## config.mk

```make
export PLATFORM = sky130hd
export DESIGN_NAME = tamper_stamp
export DESIGN_NICKNAME = d
export VERILOG_FILES = /design/src/rtl/tstamp_pkg.sv /design/src/rtl/tstamp_ctrl.sv /design/src/rtl/tstamp_capture.sv /design/src/rtl/tstamp_rdmux.sv /design/src/rtl/tamper_stamp.sv
export SDC_FILE = /design/constraint.sdc
export NUM_CORES = 1
export LEC_CHECK = 0
export ABC_CLOCK_PERIOD_IN_PS = 2000
export CAP_MARGIN = 25
export CORE_UTILIZATION = 45
export CTS_BUF_LIST = sky130_fd_sc_hd__clkbuf_16
export DETAILED_ROUTE_END_ITERATION = 7
export PLACE_DENSITY = 0.76
export SETUP_SLACK_MARGIN = 0.5
export SLEW_MARGIN = 20
export SYNTH_ARGS = -nofsm -noshare
export SYNTH_HDL_FRONTEND = slang
export SYNTH_SLANG_ARGS = --single-unit
export TNS_END_PERCENT = 100
```

## constraint.sdc

```tcl
create_clock -name clk -period 2 [get_ports clk]
set_input_delay 0.4 -clock clk [delete_from_list [all_inputs] [get_ports clk]]
set_output_delay 0.4 -clock clk [all_outputs]
set_load 0.005 [all_outputs]
```

## src/rtl/tstamp_pkg.sv

```systemverilog
package tstamp_pkg;

    localparam int ADDR_CTL_A  = 0;
    localparam int ADDR_CTL_B  = 1;
    localparam int ADDR_MODE   = 2;
    localparam int ADDR_FIELD0 = 3;
    localparam int NUM_FIELDS  = 6;

    localparam int BIT_FLAG_A  = 4;
    localparam int BIT_FLAG_B  = 5;
    localparam int BIT_IE      = 2;
    localparam int BIT_OFF     = 6;
    localparam int BIT_KEEP    = 7;

    typedef struct packed {
        logic keep;
        logic off;
        logic ie;
        logic flag_a;
        logic flag_b;
    } ctrl_state_t;

endpackage

```

## src/rtl/tstamp_ctrl.sv

```systemverilog
module tstamp_ctrl
    import tstamp_pkg::*;
#(
    parameter int ADDR_W = 4,
    parameter int DATA_W = 8
) (
    input  logic              clk,
    input  logic              rst_n,
    input  logic              tamper,
    input  logic              wr_en,
    input  logic [ADDR_W-1:0] addr,
    input  logic [DATA_W-1:0] wdata,
    output ctrl_state_t       state,
    output logic              capture_en,
    output logic              irq_n
);

    ctrl_state_t state_d, state_q;
    logic        take_d;
    wire         unused_wdata = ^wdata;

    always_comb begin
        state_d = state_q;
        // accept an event unless switched off or holding a first event
        take_d  = tamper && !state_q.off &&
                  (!state_q.keep || (!state_q.flag_a && !state_q.flag_b));

        if (wr_en) begin
            if (addr == ADDR_W'(ADDR_MODE)) begin
                state_d.keep = wdata[BIT_KEEP];
                state_d.off  = wdata[BIT_OFF];
            end
            if (addr == ADDR_W'(ADDR_CTL_B)) begin
                state_d.ie = wdata[BIT_IE];
                if (!wdata[BIT_FLAG_B]) state_d.flag_b = 1'b0;
            end
            if (addr == ADDR_W'(ADDR_CTL_A)) begin
                if (!wdata[BIT_FLAG_A]) state_d.flag_a = 1'b0;
            end
        end

        // an accepted event overrides a clearing write in the same cycle
        if (take_d) begin
            state_d.flag_a = 1'b1;
            state_d.flag_b = 1'b1;
        end
    end

    always_ff @(posedge clk or negedge rst_n) begin
        if (!rst_n) state_q <= '0;
        else        state_q <= state_d;
    end

    assign state      = state_q;
    assign capture_en = take_d;
    assign irq_n      = !(state_q.ie && (state_q.flag_a || state_q.flag_b));

endmodule

```

## src/rtl/tstamp_capture.sv

```systemverilog
module tstamp_capture #(
    parameter int TS_W = 39
) (
    input  logic            clk,
    input  logic            rst_n,
    input  logic            capture_en,
    input  logic [TS_W-1:0] cal_in,
    output logic [TS_W-1:0] stamp
);

    logic [TS_W-1:0] stamp_d, stamp_q;

    always_comb begin
        stamp_d = stamp_q;
        // whole vector in one edge: no field mixes two calendar states
        if (capture_en) stamp_d = cal_in;
    end

    always_ff @(posedge clk or negedge rst_n) begin
        if (!rst_n) stamp_q <= '0;
        else        stamp_q <= stamp_d;
    end

    assign stamp = stamp_q;

endmodule

```

## src/rtl/tstamp_rdmux.sv

```systemverilog
module tstamp_rdmux
    import tstamp_pkg::*;
#(
    parameter int ADDR_W = 4,
    parameter int DATA_W = 8,
    parameter int SEC_W  = 7,
    parameter int MIN_W  = 7,
    parameter int HR_W   = 6,
    parameter int DAY_W  = 6,
    parameter int MON_W  = 5,
    parameter int YR_W   = 8,
    localparam int TS_W  = SEC_W + MIN_W + HR_W + DAY_W + MON_W + YR_W
) (
    input  logic [ADDR_W-1:0] addr,
    input  ctrl_state_t       state,
    input  logic [TS_W-1:0]   stamp,
    output logic [DATA_W-1:0] rdata
);

    localparam int LO_MIN = SEC_W;
    localparam int LO_HR  = LO_MIN + MIN_W;
    localparam int LO_DAY = LO_HR + HR_W;
    localparam int LO_MON = LO_DAY + DAY_W;
    localparam int LO_YR  = LO_MON + MON_W;

    logic [DATA_W-1:0] field_byte [NUM_FIELDS];

    always_comb begin
        for (int i = 0; i < NUM_FIELDS; i++) field_byte[i] = '0;
        field_byte[0][SEC_W-1:0] = stamp[SEC_W-1:0];
        field_byte[1][MIN_W-1:0] = stamp[LO_MIN +: MIN_W];
        field_byte[2][HR_W-1:0]  = stamp[LO_HR  +: HR_W];
        field_byte[3][DAY_W-1:0] = stamp[LO_DAY +: DAY_W];
        field_byte[4][MON_W-1:0] = stamp[LO_MON +: MON_W];
        field_byte[5][YR_W-1:0]  = stamp[LO_YR  +: YR_W];
    end

    always_comb begin
        rdata = '0;
        if (addr == ADDR_W'(ADDR_CTL_A)) begin
            rdata[BIT_FLAG_A] = state.flag_a;
        end else if (addr == ADDR_W'(ADDR_CTL_B)) begin
            rdata[BIT_FLAG_B] = state.flag_b;
            rdata[BIT_IE]     = state.ie;
        end else if (addr == ADDR_W'(ADDR_MODE)) begin
            rdata[BIT_KEEP] = state.keep;
            rdata[BIT_OFF]  = state.off;
        end else begin
            for (int i = 0; i < NUM_FIELDS; i++) begin
                if (addr == ADDR_W'(ADDR_FIELD0 + i)) rdata = field_byte[i];
            end
        end
    end

endmodule

```

## src/rtl/tamper_stamp.sv

```systemverilog
module tamper_stamp
    import tstamp_pkg::*;
#(
    parameter int ADDR_W = 4,
    parameter int DATA_W = 8,
    parameter int SEC_W  = 7,
    parameter int MIN_W  = 7,
    parameter int HR_W   = 6,
    parameter int DAY_W  = 6,
    parameter int MON_W  = 5,
    parameter int YR_W   = 8
) (
    input  logic              clk,
    input  logic              rst_n,
    input  logic              tamper,
    input  logic [SEC_W-1:0]  cal_sec,
    input  logic [MIN_W-1:0]  cal_min,
    input  logic [HR_W-1:0]   cal_hour,
    input  logic [DAY_W-1:0]  cal_day,
    input  logic [MON_W-1:0]  cal_mon,
    input  logic [YR_W-1:0]   cal_year,
    input  logic              wr_en,
    input  logic [ADDR_W-1:0] addr,
    input  logic [DATA_W-1:0] wdata,
    output logic [DATA_W-1:0] rdata,
    output logic              irq_n
);

    localparam int TS_W = SEC_W + MIN_W + HR_W + DAY_W + MON_W + YR_W;

    ctrl_state_t     ctrl_q;
    logic            capture_en;
    logic [TS_W-1:0] cal_vec;
    logic [TS_W-1:0] stamp_q;

    assign cal_vec = {cal_year, cal_mon, cal_day, cal_hour, cal_min, cal_sec};

    tstamp_ctrl #(.ADDR_W(ADDR_W), .DATA_W(DATA_W)) u_ctrl (
        .clk        (clk),
        .rst_n      (rst_n),
        .tamper     (tamper),
        .wr_en      (wr_en),
        .addr       (addr),
        .wdata      (wdata),
        .state      (ctrl_q),
        .capture_en (capture_en),
        .irq_n      (irq_n)
    );

    tstamp_capture #(.TS_W(TS_W)) u_capture (
        .clk        (clk),
        .rst_n      (rst_n),
        .capture_en (capture_en),
        .cal_in     (cal_vec),
        .stamp      (stamp_q)
    );

    tstamp_rdmux #(
        .ADDR_W(ADDR_W), .DATA_W(DATA_W),
        .SEC_W(SEC_W), .MIN_W(MIN_W), .HR_W(HR_W),
        .DAY_W(DAY_W), .MON_W(MON_W), .YR_W(YR_W)
    ) u_rdmux (
        .addr  (addr),
        .state (ctrl_q),
        .stamp (stamp_q),
        .rdata (rdata)
    );

endmodule

```

==> metrics.log, run 1 <==
INFO  metric outcome = finished, final reports clean
INFO  metric chipHeight = 72.1 um
INFO  metric yosysSeqAreaShare = between 40% and 50%
INFO  metric ffs_latches_synth = 44
INFO  metric antenna_found_initial = 0
INFO  metric floorplan.initialDensity = between 40% and 50%
INFO  metric synth_compound_gate_area_share = 14.1%
INFO  metric grt_pass1_wl = roughly 9400 um
INFO  metric synth-adder-area-share = 0%
INFO  metric drt_wirelength = about 6000 um
INFO  metric buffers_added_on_ports = 60
INFO  metric drtPass1Iterations = 4
INFO  metric number_of_nets_in_the_final_layout = 334
INFO  metric multi_input_comb_area = approximately 0.0012 mm2
INFO  metric grt_start_max_net_pins = 45
INFO  metric clock_tree.root_cell = clkbuf_16
INFO  metric rows = 25
INFO  metric cts.htree.levels = 2
INFO  metric slew-limit-headroom = 83.0%
INFO  metric setup.worst_path.end_class = output pin
INFO  metric hold_violations = 0
INFO  metric synth_mux_area_share = 22.4%
INFO  metric globalplace.congestion = around 0.86
INFO  metric netlist-cell-type-count = 36
INFO  metric post_synthesis_cell_type_with_the_largest_combined_area = dfrtp_1
INFO  metric die_w = 72.1 um
INFO  metric syn_area = 0.00221 mm2
INFO  metric worstMarginPinSlew = 0.252 ns
INFO  metric dr.first_iter.drc_count = between 100 and 150
INFO  metric critical_path_class = in2out
INFO  metric cts_tree = done
INFO  metric synth_enable_flop_cells = 0
INFO  metric groute.usage.overall = roughly 24%
INFO  metric netlist_top_cells_count = dfrtp_1 (44), mux2_2 (43), o21ai_0 (10)
INFO  metric xor_xnor_share_of_the_synthesized_area = 0%
INFO  metric utilization = 72.8%
INFO  metric period_needed = 1.92 ns
INFO  metric synthesis.instances = 186
INFO  metric synth_net_count = 241
INFO  metric setup_viol_count_final = 0
INFO  metric highest_clock_rate = 0.520 GHz
INFO  metric finalCritPeriodShare = a little under 100%
INFO  metric cts.path.max_buffers = 2
INFO  metric final-seq-area = about 0.0011 mm2
INFO  metric rsz_0062_raised_after_global_routing = yes
INFO  metric finalMaxSlewViolations = 0
INFO  metric wire_per_inst = ~17 um
INFO  metric design.portCount = 64
INFO  metric number_of_fill_cells_in_the_layout = 326
INFO  metric antennaDiodeCount = 0
INFO  metric critical_path.startpoint_type = input pin
INFO  metric synth_top_area_cells = dfrtp_1 (50%), mux2_2 (22%), o21ai_0 (2.3%)
INFO  metric layout_cells_sized_above_1 = 45.7%
INFO  metric p_r_area_growth_vs_syn = 55.5%
INFO  metric leading_cell_type_by_number_of_instances_after_synthesis = dfrtp_1
INFO  metric path_max_fanout = 7
INFO  metric timing.critical_path.arrival = 1.52 ns
INFO  metric dieArea = approximately 0.0052 mm2
INFO  metric synth_largest_type_area_fraction = 49.8%
INFO  metric synth-async-reset-ratio = 100%
INFO  metric hpwlAfterDp = around 4000 um
INFO  metric tritoncts.num_buffers = 5
INFO  metric yosys_warnings = 0
INFO  metric grt-ovfl-total = 0
INFO  metric drt.antenna.violating_nets = 0
INFO  metric timing.hold.worst.class = in2async
INFO  metric design_power_total = 2.92 mW
INFO  metric critical_path.startpoint = addr[2]
INFO  metric max_cap_violations = 0
INFO  metric clock_edge_transition_at_the_registers_on_the_reported_setup_and_hold_paths = 0.06 ns
INFO  metric fin_worst_skew = 0.00523 ns
INFO  metric p_leak = 1.47 nW
INFO  metric route.vias.total = 1,916
INFO  metric synth_top_family_by_area = multiplexers
INFO  metric synth.avg_cell_area = ~12 um2
INFO  metric route.detailed.drc = 0
INFO  metric viasPerCell = 5.52
INFO  metric required = 1.60 ns
INFO  metric yosys.area_share.simple = about 10%
INFO  metric yosys_most_used_dff = dfrtp_1
INFO  metric worst_skew_pair.late_latency = 0.28 ns
INFO  metric floorplan.core_area = between 0.004 and 0.005 mm2
INFO  metric power.ir.vdd_worst = 0.566 mV
INFO  metric power_density = ~850 mW/mm2
INFO  metric clock_sinks = between 40 and 50
INFO  metric r2r-start = u_ctrl.state[0]
INFO  metric grt_pass1_vias = just under 2,000
worst paths after layout:
check / slack, ns / cells after the start / endpoint
max in group asynchronous: 1.71 / 2 / u_capture.stamp[4]
min in group clk: 0.50 / 1 / u_capture.stamp[38]
min reg2reg: 0.50 / 1 / u_capture.stamp[38]
max reg2reg: 0.52 / 5 / u_capture.stamp[13]
min: 0.08 / 2 / u_capture.stamp[33]
max: 0.08 / 8 / rdata[4]
worst max-delay path, cell delays in order:
cell	delay, ns
buf_6	0.11
buf_6	0.13
buf_6	0.12
buf_4	0.14
nor3b_2	0.20
a31oi_1	0.08
o221ai_1	0.18
buf_2	0.15
metrics by stage:
stage | hold slack (ns) | std cells | setup WS, ns | area (um2) | TNS, ns
after floorplan | 0.104 | 186 | 0.312 | 2240 | 0
after global placement | 0.392 | 330 | -0.747 | 3070 | -5.43
after detailed placement | 0.393 | 330 | -0.779 | 3070 | -5.76
after CTS | 0.0949 | 346 | 0.122 | 3380 | 0
after global routing | 0.0991 | 347 | 0.0557 | 3440 | 0
final | 0.0768 | 347 | 0.0758 | 3440 | 0
cell families (layout without fill, tap and decap cells):
group | Yosys count | after routing
mux | 44 | 44
flops | 44 | 44
compound gates | 43 | 43
simple gates | 40 | 40
buf+inv | 15 | 109
cell usage in the layout, fill, tap and decap left out, types with 3 or more instances in the layout:
cell type and count:
inv_1 4, buf_2 9, a31oi_1 3, dfrtp_1 44
nand3b_1 3, a21oi_1 3, mux2_2 42, a21oi_2 3
nand3_1 4, buf_4 22, o21ai_1 4, buf_6 16
nor2_1 5, clkbuf_16 5, o22a_1 5, buf_12 3
nand2_1 6, clkdlybuf4s50_1 46, and3b_1 3, o21ai_0 4
nor2b_4 5
where the power goes:
| part | switching (mW) | total, mW | internal (mW) |
|---|---|---|---|
| Clock | 0.309 | 0.757 | 0.449 |
| Combinational | 0.294 | 0.810 | 0.516 |
| Sequential | 0.187 | 1.35 | 1.16 |
cell type report:
cell class                      instances  area share [%]
Inverter                                2           0.218
Timing Repair Buffer                   99            27.5
Multi-Input combinational cell        127            33.8
Clock buffer                            5            3.64
Sequential cell                        44            32.0
Clock inverter                          3           0.328
Tap cell                               67            2.44
repair_timing:
action,4_1_cts,5_1_grt
cloned,0,0
gates resized for setup,98,15
hold buffers,0,0
pin swaps,19,14
buffers inserted,8,1
endpoints found under the setup margin,14,41
state kept, by name (all words and copies together) (netlist names):
register and flops:
u_capture.stamp 39, u_ctrl.state 5
metal layers:
| layer | global-route usage, % | routed length (um) | up-vias |
|---|---|---|---|
| met5 | 0 | 0 | - |
| met4 | 9.59 | 168 | 0 |
| met3 | 5.83 | 304 | 16 |
| met2 | 40.0 | 3010 | 59 |
| met1 | 30.6 | 2510 | 963 |
| li1 | - | - | 878 |
Power figures use the tool's default switching activity.
==> run 2: changes to the inputs <==
--- a/config.mk
+++ b/config.mk
@@ -7,10 +7,10 @@
 export LEC_CHECK = 0
 export ABC_CLOCK_PERIOD_IN_PS = 2000
 export CAP_MARGIN = 25
-export CORE_UTILIZATION = 45
+export CORE_MARGIN = 2
+export CORE_UTILIZATION = 36
 export CTS_BUF_LIST = sky130_fd_sc_hd__clkbuf_16
 export DETAILED_ROUTE_END_ITERATION = 7
-export PLACE_DENSITY = 0.76
 export SETUP_SLACK_MARGIN = 0.5
 export SLEW_MARGIN = 20
 export SYNTH_ARGS = -nofsm -noshare
==> metrics.log, run 2 (synthesis results as in run 1) <==
INFO  metric chipHeight = 82.4 um (was 72.1 um)
INFO  metric wire_per_inst = 17.4 um (was 17.3 um)
INFO  metric power.ir.vdd_worst = 0.447 mV (was 0.566 mV)
INFO  metric antennaDiodeCount = 0 (unchanged)
INFO  metric rows = 28 (was 25)
INFO  metric required = 1.60 ns (about the same)
INFO  metric antenna_found_initial = 0 (unchanged)
INFO  metric r2r-start = u_ctrl.state[3] (was u_ctrl.state[0])
INFO  metric layout_common_cells = clkdlybuf4s50_1 (46), dfrtp_1 (44), mux2_2 (42) (unchanged)
INFO  metric grt_pass1_vias = 1,858 (was 1,922)
INFO  metric utilization = 60.3% (was 72.8%)
INFO  metric timing.critical_path.arrival = 1.60 ns (was 1.52 ns)
INFO  metric timing.critical_path.slowest_cell_delay = 0.30 ns (was 0.20 ns)
INFO  metric clock_edge_transition_at_the_registers_on_the_reported_setup_and_hold_paths = 0.06 ns (about the same)
INFO  metric layout_cells_sized_above_1 = 45.7% (about the same)
INFO  metric route.detailed.drc = 0 (unchanged)
INFO  metric placedCellCount = 338 (was 330)
INFO  metric critPathBufInv = 4 (was 5)
INFO  metric clock_sinks = 44 (unchanged)
INFO  metric multi_input_comb_area = 0.00112 mm2 (was 0.00116 mm2)
INFO  metric dieArea = 0.00678 mm2 (was 0.00520 mm2)
INFO  metric finalHoldWorstSlack = 0.0815 ns (was 0.0768 ns)
INFO  metric groute.usage.overall = 18.3% (was 24.2%)
INFO  metric dr.first_iter.drc_count = 68 (was 132)
INFO  metric rsz_0062_raised_after_global_routing = yes (unchanged)
INFO  metric path_max_fanout = 8 (was 7)
INFO  metric finalCritPeriodShare = 99.9% (was 96.2%)
INFO  metric final.setup.worst_slack = 0.00258 ns (was 0.0758 ns)
INFO  metric highest_clock_rate = 0.501 GHz (was 0.520 GHz)
INFO  metric worstMarginPinSlew = 0.355 ns (was 0.252 ns)
INFO  metric floorplan.core_area = 0.00592 mm2 (was 0.00472 mm2)
INFO  metric worst_skew_pair.late_latency = 0.29 ns (was 0.28 ns)
INFO  metric fin_worst_skew = 0.00514 ns (was 0.00523 ns)
INFO  metric tritoncts.num_buffers = 5 (unchanged)
INFO  metric hpwlAfterDp = 4220 um (was 4020 um)
INFO  metric p_leak = 1.54 nW (was 1.47 nW)
INFO  metric largest_register_ffs = 39 (unchanged)
INFO  metric preCtsSetupSlack = -0.850 ns (was -0.779 ns)
INFO  metric viasPerCell = 5.14 (was 5.52)
INFO  metric final_cell_area = 0.00357 mm2 (was 0.00344 mm2)
INFO  metric power_density = 848 mW/mm2 (about the same)
INFO  metric grt_pass1_wl = 9160 um (was 9380 um)
INFO  metric drt.antenna.violating_nets = 0 (unchanged)
INFO  metric timing.critical_path.cells = buf_12 > buf_8 > buf_4 > nor2_1 > o2bb2ai_1 > a32oi_1 > o221ai_2 > buf_2 (was buf_6 > buf_6 > buf_6 > buf_4 > nor3b_2 > a31oi_1 > o221ai_1 > buf_2)
INFO  metric dpl_cell_area = 0.00310 mm2 (was 0.00307 mm2)
INFO  metric critical_path.startpoint_type = input pin (unchanged)
INFO  metric number_of_nets_in_the_final_layout = 345 (was 334)
INFO  metric die_w = 82.4 um (was 72.1 um)
INFO  metric period_needed = 2.00 ns (was 1.92 ns)
INFO  metric setup_viol_count_final = 0 (unchanged)
INFO  metric critical_path_class = in2out (unchanged)
INFO  metric hold_violations = 0 (unchanged)
INFO  metric finalMaxSlewViolations = 0 (unchanged)
INFO  metric floorplan.initialDensity = 37.3% (was 46.8%)
INFO  metric cts.htree.levels = 2 (unchanged)
INFO  metric drtPass1Iterations = 4 (unchanged)
INFO  metric slew-limit-headroom = 76.3% (was 83.0%)
INFO  metric outcome = finished, final reports clean (unchanged)
INFO  metric grt-ovfl-total = 0 (unchanged)
INFO  metric grt_start_max_net_pins = 45 (unchanged)
INFO  metric buffers_added_on_ports = 60 (unchanged)
INFO  metric route.vias.total = 1,881 (was 1,916)
INFO  metric design.portCount = 64 (unchanged)
INFO  metric final-seq-area = 0.00110 mm2 (unchanged)
INFO  metric timing.hold.worst.class = in2async (unchanged)
INFO  metric globalplace.congestion = 0.874 (was 0.857)
INFO  metric timing.setup.tns = 0 ns (unchanged)
INFO  metric postCtsHoldBufs = 0 (unchanged)
INFO  metric clock_tree.root_cell = clkbuf_16 (unchanged)
INFO  metric design_power_total = 3.03 mW (was 2.92 mW)
INFO  metric slowest_stage_cell_on_the_critical_path = a32oi_1 (was nor3b_2)
INFO  metric p_r_area_growth_vs_syn = 61.5% (was 55.5%)
INFO  metric final_common_cell = clkdlybuf4s50_1 (unchanged)
INFO  metric drt_wirelength = 6350 um (was 5990 um)
INFO  metric cts_tree = done (unchanged)
INFO  metric number_of_fill_cells_in_the_layout = 522 (was 326)
INFO  metric cts.path.max_buffers = 2 (unchanged)
INFO  metric critical_path.startpoint = addr[1] (was addr[2])
INFO  metric final_cell_count_no_fill = 366 (was 347)
INFO  metric max_cap_violations = 0 (unchanged)
INFO  metric setup.worst_path.end_class = output pin (unchanged)
INFO  metric path_delay_family = compound AO/OA/AOI/OAI gates (was buffers and inverters)
-- run 2: cell count changes in the layout (fill, tap and decap cells not counted), sizes merged --
| cell | previous run | this run |
|---|---|---|
| buf | 52 | 60 |
| clkbuf | 6 | 9 |
-- run 2: layout make-up --
class,instances,area share (%)
Clock inverter,3,0.315
Clock buffer,5,3.51
Multi-Input combinational cell,127,31.4
Sequential cell,44,30.8
Timing Repair Buffer,110,31.1
Inverter,2,0.210
Tap cell,75,2.63
-- run 2: worst paths after layout --
| path | slack (ns) | endpoint | depth (start not counted) |
|---|---|---|---|
| max in group asynchronous | 1.70 | u_capture.stamp[6] | 2 |
| hold reg to reg | 0.51 | u_capture.stamp[1] | 1 |
| setup reg to reg | 0.48 | u_capture.stamp[33] | 6 |
| setup / recovery | 0.003 | rdata[4] | 8 |
| hold / removal | 0.08 | u_capture.stamp[12] | 2 |
| min in group clk | 0.51 | u_capture.stamp[1] | 1 |
-- run 2: metal layers --
layer / track usage [%] / vias to the layer above / wire [um]
met1: 23.8 / 913 / 2820
li1: - / 897 / -
met2: 28.9 / 52 / 2990
met3: 4.35 / 19 / 306
met5: 0 / - / 0
met4: 8.50 / 0 / 236
-- run 2: what timing repair did --
action                     4_1_cts  5_1_grt
pin swaps                       18       12
hold endpoints to repair         0        0
resized for setup               92       13
cloned                           1        6
setup buffers                   10        3
setup endpoints to repair       14       48
-- run 2: power breakdown --
| group | total, mW | leakage [nW] | internal, mW | switching, mW |
|---|---|---|---|---|
| logic | 0.908 | 0.961 | 0.592 | 0.316 |
| registers | 1.35 | 0.509 | 1.16 | 0.187 |
| clock network | 0.770 | 0.0738 | 0.449 | 0.320 |
| total | 3.03 | 1.54 | 2.20 | 0.823 |
-- run 2: worst register-to-register path, delay by kind of cell, from the launching register on --
family                 cells  cell delay [ns]
and+or+nand+nor            1             0.16
buffers and inverters      4             0.59
DFF                        1             0.39
muxes                      1             0.27
